<file path="src/rtl/wrseq_pkg.sv">
package wrseq_pkg;

    typedef enum logic [2:0] {
        S_IDLE,
        S_WCMD,
        S_LAT,
        S_PREAMB,
        S_DATA,
        S_WREC,
        S_PRE,
        S_RP
    } seq_st_e;

    typedef enum logic [1:0] {
        CMD_NONE,
        CMD_WRITE,
        CMD_PRECH
    } cmd_kind_e;

endpackage

</file>
<file path="src/rtl/wrseq_cmd_enc.sv">
module wrseq_cmd_enc
    import wrseq_pkg::*;
#(
    parameter int BANK_W = 3,
    parameter int COL_W  = 10,
    parameter int ADDR_W = 14
) (
    input  cmd_kind_e           kind,
    input  logic [BANK_W-1:0]   bank_i,
    input  logic [COL_W-1:0]    col_i,
    output logic                cs_n,
    output logic                ras_n,
    output logic                cas_n,
    output logic                we_n,
    output logic [BANK_W-1:0]   bank_o,
    output logic [ADDR_W-1:0]   addr_o
);

    always_comb begin
        cs_n   = 1'b1;
        ras_n  = 1'b1;
        cas_n  = 1'b1;
        we_n   = 1'b1;
        bank_o = '0;
        addr_o = '0;
        case (kind)
            CMD_WRITE: begin
                cs_n   = 1'b0;
                cas_n  = 1'b0;
                we_n   = 1'b0;
                bank_o = bank_i;
                addr_o = ADDR_W'(col_i);
            end
            CMD_PRECH: begin
                cs_n   = 1'b0;
                ras_n  = 1'b0;
                we_n   = 1'b0;
                bank_o = bank_i;
            end
            default: ;
        endcase
    end

endmodule

</file>
<file path="src/rtl/wrseq_beat_shift.sv">
module wrseq_beat_shift #(
    parameter int DW    = 16,
    parameter int BEATS = 8
) (
    input  logic                clk,
    input  logic                rst_n,
    input  logic                load,
    input  logic [BEATS*DW-1:0] load_data,
    input  logic                advance,
    input  logic                out_en,
    output logic [DW-1:0]       rise,
    output logic [DW-1:0]       fall
);

    localparam int SRC_W  = BEATS * DW;
    localparam int PAIR_W = 2 * DW;

    logic [SRC_W-1:0] data_d, data_q;

    always_comb begin
        data_d = data_q;
        if (load) begin
            data_d = load_data;
        end else if (advance) begin
            data_d = data_q >> PAIR_W;
        end
    end

    always_ff @(posedge clk or negedge rst_n) begin
        if (!rst_n) begin
            data_q <= '0;
        end else begin
            data_q <= data_d;
        end
    end

    assign rise = out_en ? data_q[DW-1:0]      : '0;
    assign fall = out_en ? data_q[PAIR_W-1:DW] : '0;


    load_shift_excl_chk: assert property (@(posedge clk) disable iff (!rst_n)
        !(load && advance));

endmodule

</file>
<file path="src/rtl/wr_burst_seq.sv">
module wr_burst_seq
    import wrseq_pkg::*;
#(
    parameter int DW     = 16,
    parameter int BANK_W = 3,
    parameter int COL_W  = 10,
    parameter int ADDR_W = 14,
    parameter int AL_W   = 3,
    parameter int CL_W   = 3,
    parameter int T_W    = 4
) (
    input  logic                 clk,
    input  logic                 rst_n,
    input  logic [AL_W-1:0]      cfg_al,
    input  logic [CL_W-1:0]      cfg_cl,
    input  logic [T_W-1:0]       cfg_twr,
    input  logic [T_W-1:0]       cfg_trp,
    input  logic                 req_valid,
    input  logic [BANK_W-1:0]    req_bank,
    input  logic [COL_W-1:0]     req_col,
    input  logic                 req_bl8,
    input  logic [8*DW-1:0]      req_data,
    output logic                 busy,
    output logic                 cmd_cs_n,
    output logic                 cmd_ras_n,
    output logic                 cmd_cas_n,
    output logic                 cmd_we_n,
    output logic [BANK_W-1:0]    cmd_bank,
    output logic [ADDR_W-1:0]    cmd_addr,
    output logic                 dqs_oe,
    output logic                 dqs_tgl,
    output logic                 dq_oe,
    output logic [DW-1:0]        dq_rise,
    output logic [DW-1:0]        dq_fall
);

    localparam int MAX_BEATS = 8;
    localparam int LAT_W     = ((AL_W > CL_W) ? AL_W : CL_W) + 1;
    localparam int CNT_W     = ((LAT_W > T_W) ? LAT_W : T_W) + 1;

    typedef struct packed {
        seq_st_e             st;
        logic [CNT_W-1:0]    cnt;
        logic                bl8;
        logic [T_W-1:0]      twr;
        logic [T_W-1:0]      trp;
        logic [BANK_W-1:0]   bank;
        logic [COL_W-1:0]    col;
    } ctl_t;

    ctl_t c_d, c_q;

    logic             accept;
    logic [CNT_W-1:0] wl_raw;
    logic [CNT_W-1:0] wl_eff;
    cmd_kind_e        cmd_kind;

    always_comb begin
        c_d    = c_q;
        accept = req_valid && (c_q.st == S_IDLE);
        wl_raw = CNT_W'(cfg_al) + CNT_W'(cfg_cl);
        wl_eff = (wl_raw < CNT_W'(3)) ? CNT_W'(2) : (wl_raw - CNT_W'(1));
        case (c_q.st)
            S_IDLE: begin
                if (accept) begin
                    c_d.st   = S_WCMD;
                    c_d.bank = req_bank;
                    c_d.col  = req_col;
                    c_d.bl8  = req_bl8;
                    c_d.twr  = (cfg_twr == '0) ? T_W'(1) : cfg_twr;
                    c_d.trp  = (cfg_trp == '0) ? T_W'(1) : cfg_trp;
                    c_d.cnt  = wl_eff - CNT_W'(2);
                end
            end
            S_WCMD: c_d.st = S_LAT;
            S_LAT: begin
                if (c_q.cnt == '0) c_d.st = S_PREAMB;
                else               c_d.cnt = c_q.cnt - 1'b1;
            end
            S_PREAMB: begin
                c_d.st  = S_DATA;
                c_d.cnt = c_q.bl8 ? CNT_W'(3) : CNT_W'(1);
            end
            S_DATA: begin
                if (c_q.cnt != '0) begin
                    c_d.cnt = c_q.cnt - 1'b1;
                end else if (c_q.twr == T_W'(1)) begin
                    c_d.st = S_PRE;
                end else begin
                    c_d.st  = S_WREC;
                    c_d.cnt = CNT_W'(c_q.twr) - CNT_W'(2);
                end
            end
            S_WREC: begin
                if (c_q.cnt == '0) c_d.st = S_PRE;
                else               c_d.cnt = c_q.cnt - 1'b1;
            end
            S_PRE: begin
                if (c_q.trp == T_W'(1)) begin
                    c_d.st = S_IDLE;
                end else begin
                    c_d.st  = S_RP;
                    c_d.cnt = CNT_W'(c_q.trp) - CNT_W'(2);
                end
            end
            S_RP: begin
                if (c_q.cnt == '0) c_d.st = S_IDLE;
                else               c_d.cnt = c_q.cnt - 1'b1;
            end
            default: c_d.st = S_IDLE;
        endcase
    end

    always_ff @(posedge clk or negedge rst_n) begin
        if (!rst_n) begin
            c_q <= '0;
        end else begin
            c_q <= c_d;
        end
    end

    assign busy    = (c_q.st != S_IDLE);
    assign dqs_oe  = (c_q.st == S_PREAMB) || (c_q.st == S_DATA);
    assign dqs_tgl = (c_q.st == S_DATA);
    assign dq_oe   = (c_q.st == S_DATA);

    always_comb begin
        case (c_q.st)
            S_WCMD:  cmd_kind = CMD_WRITE;
            S_PRE:   cmd_kind = CMD_PRECH;
            default: cmd_kind = CMD_NONE;
        endcase
    end

    wrseq_cmd_enc #(
        .BANK_W (BANK_W),
        .COL_W  (COL_W),
        .ADDR_W (ADDR_W)
    ) u_cmd (
        .kind   (cmd_kind),
        .bank_i (c_q.bank),
        .col_i  (c_q.col),
        .cs_n   (cmd_cs_n),
        .ras_n  (cmd_ras_n),
        .cas_n  (cmd_cas_n),
        .we_n   (cmd_we_n),
        .bank_o (cmd_bank),
        .addr_o (cmd_addr)
    );

    wrseq_beat_shift #(
        .DW    (DW),
        .BEATS (MAX_BEATS)
    ) u_beats (
        .clk       (clk),
        .rst_n     (rst_n),
        .load      (accept),
        .load_data (req_data),
        .advance   (c_q.st == S_DATA),
        .out_en    (dq_oe),
        .rise      (dq_rise),
        .fall      (dq_fall)
    );

    logic is_wr_cmd, is_pre_cmd;
    assign is_wr_cmd  = !cmd_cs_n && cmd_ras_n && !cmd_cas_n && !cmd_we_n;
    assign is_pre_cmd = !cmd_cs_n && !cmd_ras_n && cmd_cas_n && !cmd_we_n;


    preamble_first_chk: assert property (@(posedge clk) disable iff (!rst_n)
        $rose(dq_oe) |-> ($past(dqs_oe) && !$past(dqs_tgl)));


    write_only_when_free_chk: assert property (@(posedge clk) disable iff (!rst_n)
        is_wr_cmd |-> ($past(req_valid) && !$past(busy)));


    quiet_data_chk: assert property (@(posedge clk) disable iff (!rst_n)
        !dq_oe |-> (dq_rise == '0 && dq_fall == '0));


    prech_bus_idle_chk: assert property (@(posedge clk) disable iff (!rst_n)
        is_pre_cmd |-> (!dq_oe && !dqs_oe && busy));

endmodule

</file>
<file path="config.mk">
export PLATFORM = sky130hd
export DESIGN_NAME = wr_burst_seq
export DESIGN_NICKNAME = d
export VERILOG_FILES = /design/src/rtl/wrseq_pkg.sv /design/src/rtl/wrseq_cmd_enc.sv /design/src/rtl/wrseq_beat_shift.sv /design/src/rtl/wr_burst_seq.sv
export SDC_FILE = /design/constraint.sdc
export NUM_CORES = 1
export LEC_CHECK = 0
export BUFFER_PORTS_ARGS = -buffer_cell sky130_fd_sc_hd__buf_2
export CAP_MARGIN = 20
export CORE_MARGIN = 4
export CORE_UTILIZATION = 40
export CTS_BUF_LIST = sky130_fd_sc_hd__clkbuf_4
export DETAILED_ROUTE_END_ITERATION = 6
export HOLD_SLACK_MARGIN = 0.05
export PLACE_DENSITY_LB_ADDON = 0.08
export SYNTH_ARGS = -nofsm -noshare
export SYNTH_HDL_FRONTEND = slang
export SYNTH_HIERARCHICAL = 1
export SYNTH_SLANG_ARGS = --single-unit
</file>
<file path="constraint.sdc">
create_clock -name clk -period 6.3 [get_ports clk]
set_input_delay 0.315 -clock clk [delete_from_list [all_inputs] [get_ports clk]]
set_output_delay 0.315 -clock clk [all_outputs]
set_load 0.02 [all_outputs]
</file>
After elaboration in Yosys (flattened, before gate mapping)
Cells that the tools add are included.
- $add $sub $neg: 6
- multiply operators: 0
- div/mod/pow operators: 0
- order comparisons: 1
- eq/ne operators: 19
- shift-type cells: 0
- multiplexer cells: 27
- bitwise operators: 0
- reduce and logical (&&, ||, !) cells: 15
- operators with widths (cell ; number):
    128-bit two-way mux ; 2
    16-bit two-way mux ; 2
    30-bit two-way mux ; 1
    5-bit two-way mux ; 5
    5-bit case mux with 5 select lines ; 1
    3-bit case mux with 8 select lines ; 1
    3-bit two-way mux ; 6
    2-bit != test (second input constant) ; 7
    3-bit equality test (second input constant) ; 4
    10-bit two-way mux ; 1
    5-bit AND reduction ; 2
    5-bit nonzero test ; 2
    4-bit by 2-bit subtractor with 5-bit output (second input constant) ; 2
    4-bit by 1-bit equality test with 1-bit output (second input constant) ; 2
    4-bit zero test ; 2
    4-bit two-way mux ; 2
    3-bit by 2-bit equality test with 1-bit output (second input constant) ; 2
    5-bit zero test ; 1
    4-bit by 1-bit subtractor with 5-bit output (second input constant) ; 1
    5-bit by 1-bit subtractor with 5-bit output (second input constant) ; 1
    5-bit by 2-bit subtractor with 5-bit output (second input constant) ; 1
    3-bit by 3-bit adder with 4-bit output ; 1
    4-bit by 2-bit less-than comparator with 1-bit output (second input constant) ; 1
    2-bit two-way mux ; 2
    other kinds (14) ; 16
- flip-flop bits (word level): 158
- bits in latches: 0
- bits in writable memories: 0
- memory bits (read-only): 0
- input bits: 159
- output and inout port bits: 57
- word-level logic and storage cells: 76
- memories kept: 0

Depth between registers and ports, before layout
- depth after elaboration: 6
- depth in mapped cells: 11
- gate-level depth less buffers: 11

Cells and area by module
Netlist, hierarchy kept.
- modules (own cells, without submodules) (module ; times used ; cells an instance ; area each (µm²)):
    wrseq_beat_shift ; 1 ; 589 ; 5949.5
    wr_burst_seq ; 1 ; 256 ; 2062.0
    wrseq_cmd_enc ; 1 ; 26 ; 187.7

Worst setup path after synthesis
OpenSTA, ideal clock, no wires.
- path type: input to register
- start: input port cfg_al[0]
- end: register c_q[25] (netlist bit)
- library setup time: 82 ps
- data arrival time: 2607 ps
- required time: 6218 ps
- path slack: 3611 ps
- stages on the path: 10
- cell sequence: ha_1 -> fa_1 -> inv_1 -> ha_1 -> xnor2_1 -> xnor2_1 -> or2_2 -> ha_1 -> o41a_1 -> a31oi_1
- cells in the longest elaborated chain, start to end: 6
- ends and longest elaborated chain (item ; RTL line ; text):
    start: declaration ; wr_burst_seq.sv:14 ; input logic [AL_W-1:0] cfg_al,
    3-bit by 3-bit adder with 4-bit output (*) ; wr_burst_seq.sv:61 ; wl_raw = CNT_W'(cfg_al) + CNT_W'(cfg_cl);
    4-bit by 1-bit subtractor with 5-bit output or 4-bit by 2-bit less-than comparator with 1-bit output (tied branches) ; wr_burst_seq.sv:62 ; wl_eff = (wl_raw < CNT_W'(3)) ? CNT_W'(2) : (wl_raw - CNT_W'(1));
    5-bit two-way mux (*) ; wr_burst_seq.sv:62 ;
    5-bit by 2-bit subtractor with 5-bit output (*) ; wr_burst_seq.sv:72 ; c_d.cnt = wl_eff - CNT_W'(2);
    30-bit two-way mux (*) ; wr_burst_seq.sv:65 ; if (accept) begin
    5-bit case mux with 5 select lines (*) ; wr_burst_seq.sv:63 ; case (c_q.st)
    end signal: assignment ; wr_burst_seq.sv:116 ; c_q <= '0;
    end signal: assignment ; wr_burst_seq.sv:118 ; c_q <= c_d;
    end: declaration ; wr_burst_seq.sv:51 ; ctl_t c_d, c_q;
Every way passes the cells marked *; elsewhere a longest branch is shown, timed or not. The select of a mux whose other input is x is not followed.
A chain may end at the register's enable or synchronous reset.

Final worst setup path
- start: register c_q[29] (netlist bit)
- end: output port dq_rise[6]
- cells in the longest elaborated chain, start to end: 2
- ends and longest elaborated chain (item ; RTL line ; text):
    3-bit equality test ; wr_burst_seq.sv:125 ; assign dq_oe = (c_q.st == S_DATA);
    16-bit two-way mux ; wrseq_beat_shift.sv:37 ; assign rise = out_en ? data_q[DW-1:0] : '0;
    end: declaration ; wr_burst_seq.sv:33 ; output logic [DW-1:0] dq_rise,
Every way passes these cells.

==> summary.md <==
| Metric | Value |
|---|---|
| Max VDD drop | 0.205 mV |
| Primary FF master, synth | dfrtp_1 |
| Vias per inst | 4.77 |
| Pre-antenna DRT Iters | 4 |
| Worst path depth | 6 |
| Fin crit share | 0.630 |
| CTS Root Cell | clkbuf_4 |
| Skew-Pair Late Insertion Delay | 540 ps |
| Largest cells by area after synthesis | dfrtp_1 (48%), mux2i_1 (12%), nand2_1 (8.8%) |
| ANT nets after route | 0 |
| Seq cells post-synth | 158 |
| Layout area overhead | 35.3% |
| Full die area | 0.0229 mm^2 |
| Clock skew | 13.6 ps |
| Largest net degree at the start of global routing | 149 |
| Period minus WS final | 3970 ps |
| Worst path cell trace | inv_1 -> or3_1 -> inv_6 -> buf_4 -> and2_1 -> buf_2 |
| Netlist cell types | 57 |
| Worst-path fanout max | 93 |
| Rel. slew slack | 0.364 |
| Mapped Cells | 871 |
| Die height | 151 um |
| Minimum hold slack | 241 ps |
| Syn Area/Cell | 9.41 um^2 |
| Setup WS post-layout | 2330 ps |
| Core area | 0.0202 mm^2 |
| Die X | 151 um |
| Clk buf depth | 2 |
| CP startpoint kind | flop |
| Overflow after GRT | 0 |
| CP top delay family | buffers and inverters |
| Fmax | 0.252 GHz |
| CP endpoint kind | primary output |
| Share of layout cells above drive strength 1 | 0.217 |
| Vias in the first global route | 6924 |
| PwrDens | 393 mW/mm^2 |
| Post-synthesis sequential area ratio | 0.482 |
| CTS tree | built |
| H-tree depth | 4 |
| CTS Buf Count | 17 |
| Routed WL | 20.9 mm |
| GR Util All Layers | 0.181 |
| Hold depth | 5 |
| Hpwl dp | 13.3 mm |
| TNS Setup | 0 ps |
| DRC | 0 |
| Yosys top cell area share | 0.482 |
| Worst EP arrival | 3650 ps |
| Synth cell count leaders | nand2_1 (192), dfrtp_1 (158), o21ai_1 (129) |
| First-pass GRT wire length | 33.8 mm |
| Yosys top cell by area | dfrtp_1 |
| Routed wire per std cell | 14.1 um |
| YS warnings | 6 |
| DR iter-0 viols | 287 |
| Worst endpoint required time | 5980 ps |
| Worst min-delay path class | input pin to flop |
| Max Cap Viol | 0 |
| Cell area after synthesis | 0.00820 mm^2 |
| Starting Density | 0.407 |
| Initial antenna violation count | 2 |
| RSZ-0062 raised after global routing | false |
| Port Buffers | 211 |
| Worst reg2reg path depth | 7 |
| Post-synth EDFFs | 0 |
| Peak per-stage delay on the critical path | 770 ps |
| WP buf/inv | 4 |
| Vias | 7039 |
| Status | completed |
| # IOs | 216 |
| CP max stage cell | dfrtp_1 |
| Pleak | 5.02 nW |
| Most common cell in the synthesized netlist | nand2_1 |
| Final core utilization | 0.550 |
| Setup violators final | 0 |
| Nets | 1363 |
| Fin. max-slew vios | 0 |
| Clock slew at reported path FFs | 130 ps |
| CTS Sinks | 158 |
| Pre-CTS WS | 2860 ps |
| Asr flop ratio synth | 1.00 |
| Final hold vios | 0 |
| RD Place Congestion | 0.861 |
| FP Rows | 52 |
| CP Class | flop to primary output |
| Slew @ Worst Pin | 954 ps |
==> flip-flops by register name, summed over array words and instances, names as in the netlist <==
name,cells
c_q,30
u_beats/data_q,128
==> what timing repair did <==
action,in CTS,in global routing
hold buffers,151,0
gates resized for setup,0,0
setup buffers,0,0
hold endpoints to repair,251,0
setup endpoints to repair,0,0
==> layout make-up <==
type | instances | area [um^2]
Fill cell | 1856 | 9080
Sequential cell | 158 | 3950
Multi-Input combinational cell | 630 | 3800
Timing Repair Buffer | 367 | 2640
Tap cell | 270 | 338
Clock buffer | 19 | 143
Clock inverter | 13 | 141
Inverter | 18 | 80.1
Antenna cell | 2 | 5.00
==> final timing paths <==
path                                       to  slack [ps]  startpoint
min in group asynchronous             c_q[15]         440       rst_n
hold reg to reg                        c_q[8]         480      c_q[8]
max in group asynchronous  u_beats/data_q[95]        4600       rst_n
setup / recovery                   dq_rise[6]        2330     c_q[29]
hold / removal                        c_q[27]         240   req_valid
setup reg to reg                      c_q[25]        3060     c_q[29]
==> metal layers <==
metal  GRT usage  vias to the layer above  part of all wire
li1            -                     3588                 -
met1       0.261                     3260              0.48
met2       0.281                      170              0.45
met3      0.0344                       21             0.047
met4      0.0481                        0             0.013
met5           0                        -                 0
==> worst min-delay path: stages <==
cell and delay [ps]:
buf_2 110, a21oi_1 70, a21oi_1 130, o21ai_1 70, nand2b_1 60
==> placed cells by master, fill, tap and decap left out, types with 3 or more instances in the layout <==
| cell type | count |
|---|---|
| buf_4 | 3 |
| dlygate4sd3_1 | 151 |
| a21oi_1 | 10 |
| dfrtp_1 | 158 |
| inv_1 | 16 |
| nand2b_1 | 37 |
| nor3_1 | 5 |
| mux2i_1 | 99 |
| nand3_1 | 4 |
| o21ai_0 | 13 |
| o21ai_1 | 129 |
| and2_1 | 39 |
| inv_6 | 3 |
| o211ai_1 | 4 |
| a22oi_1 | 3 |
| conb_1 | 4 |
| a31oi_1 | 4 |
| and2_4 | 5 |
| nor2_1 | 17 |
| clkbuf_4 | 19 |
| clkinvlp_4 | 5 |
| buf_2 | 210 |
| xnor2_1 | 4 |
| nor2b_1 | 8 |
| ha_1 | 11 |
| nand2_1 | 192 |
| a41oi_1 | 3 |
==> report_power, final <==
part           internal, mW  leakage, nW  total, mW  switching [mW]
Sequential             1.49         1.98       1.80           0.314
Clock                 0.245        0.139      0.621           0.376
Combinational         0.856         2.91       1.94            1.08
==> through the flow <==
step,cells,instance area [um^2],total power [mW]
after CTS,1475,11100,4.41
final,1477,11100,4.36
after global placement,1292,9290,3.68
after floorplan,874,8210,3.26
after detailed placement,1292,9290,3.70
after global routing,1477,11100,4.75
==> cells by family after synthesis <==
| kind of cell | synth area share |
|---|---|
| compound gates | 0.129 |
| xor+xnor | 0.00534 |
| fa+ha+maj | 0.0192 |
| buf+inv | 0.0562 |
| flops | 0.482 |
| mux | 0.121 |
| other cells | 0.000457 |
| simple gates | 0.186 |
Note: power is estimated with default switching activity, not from simulation.
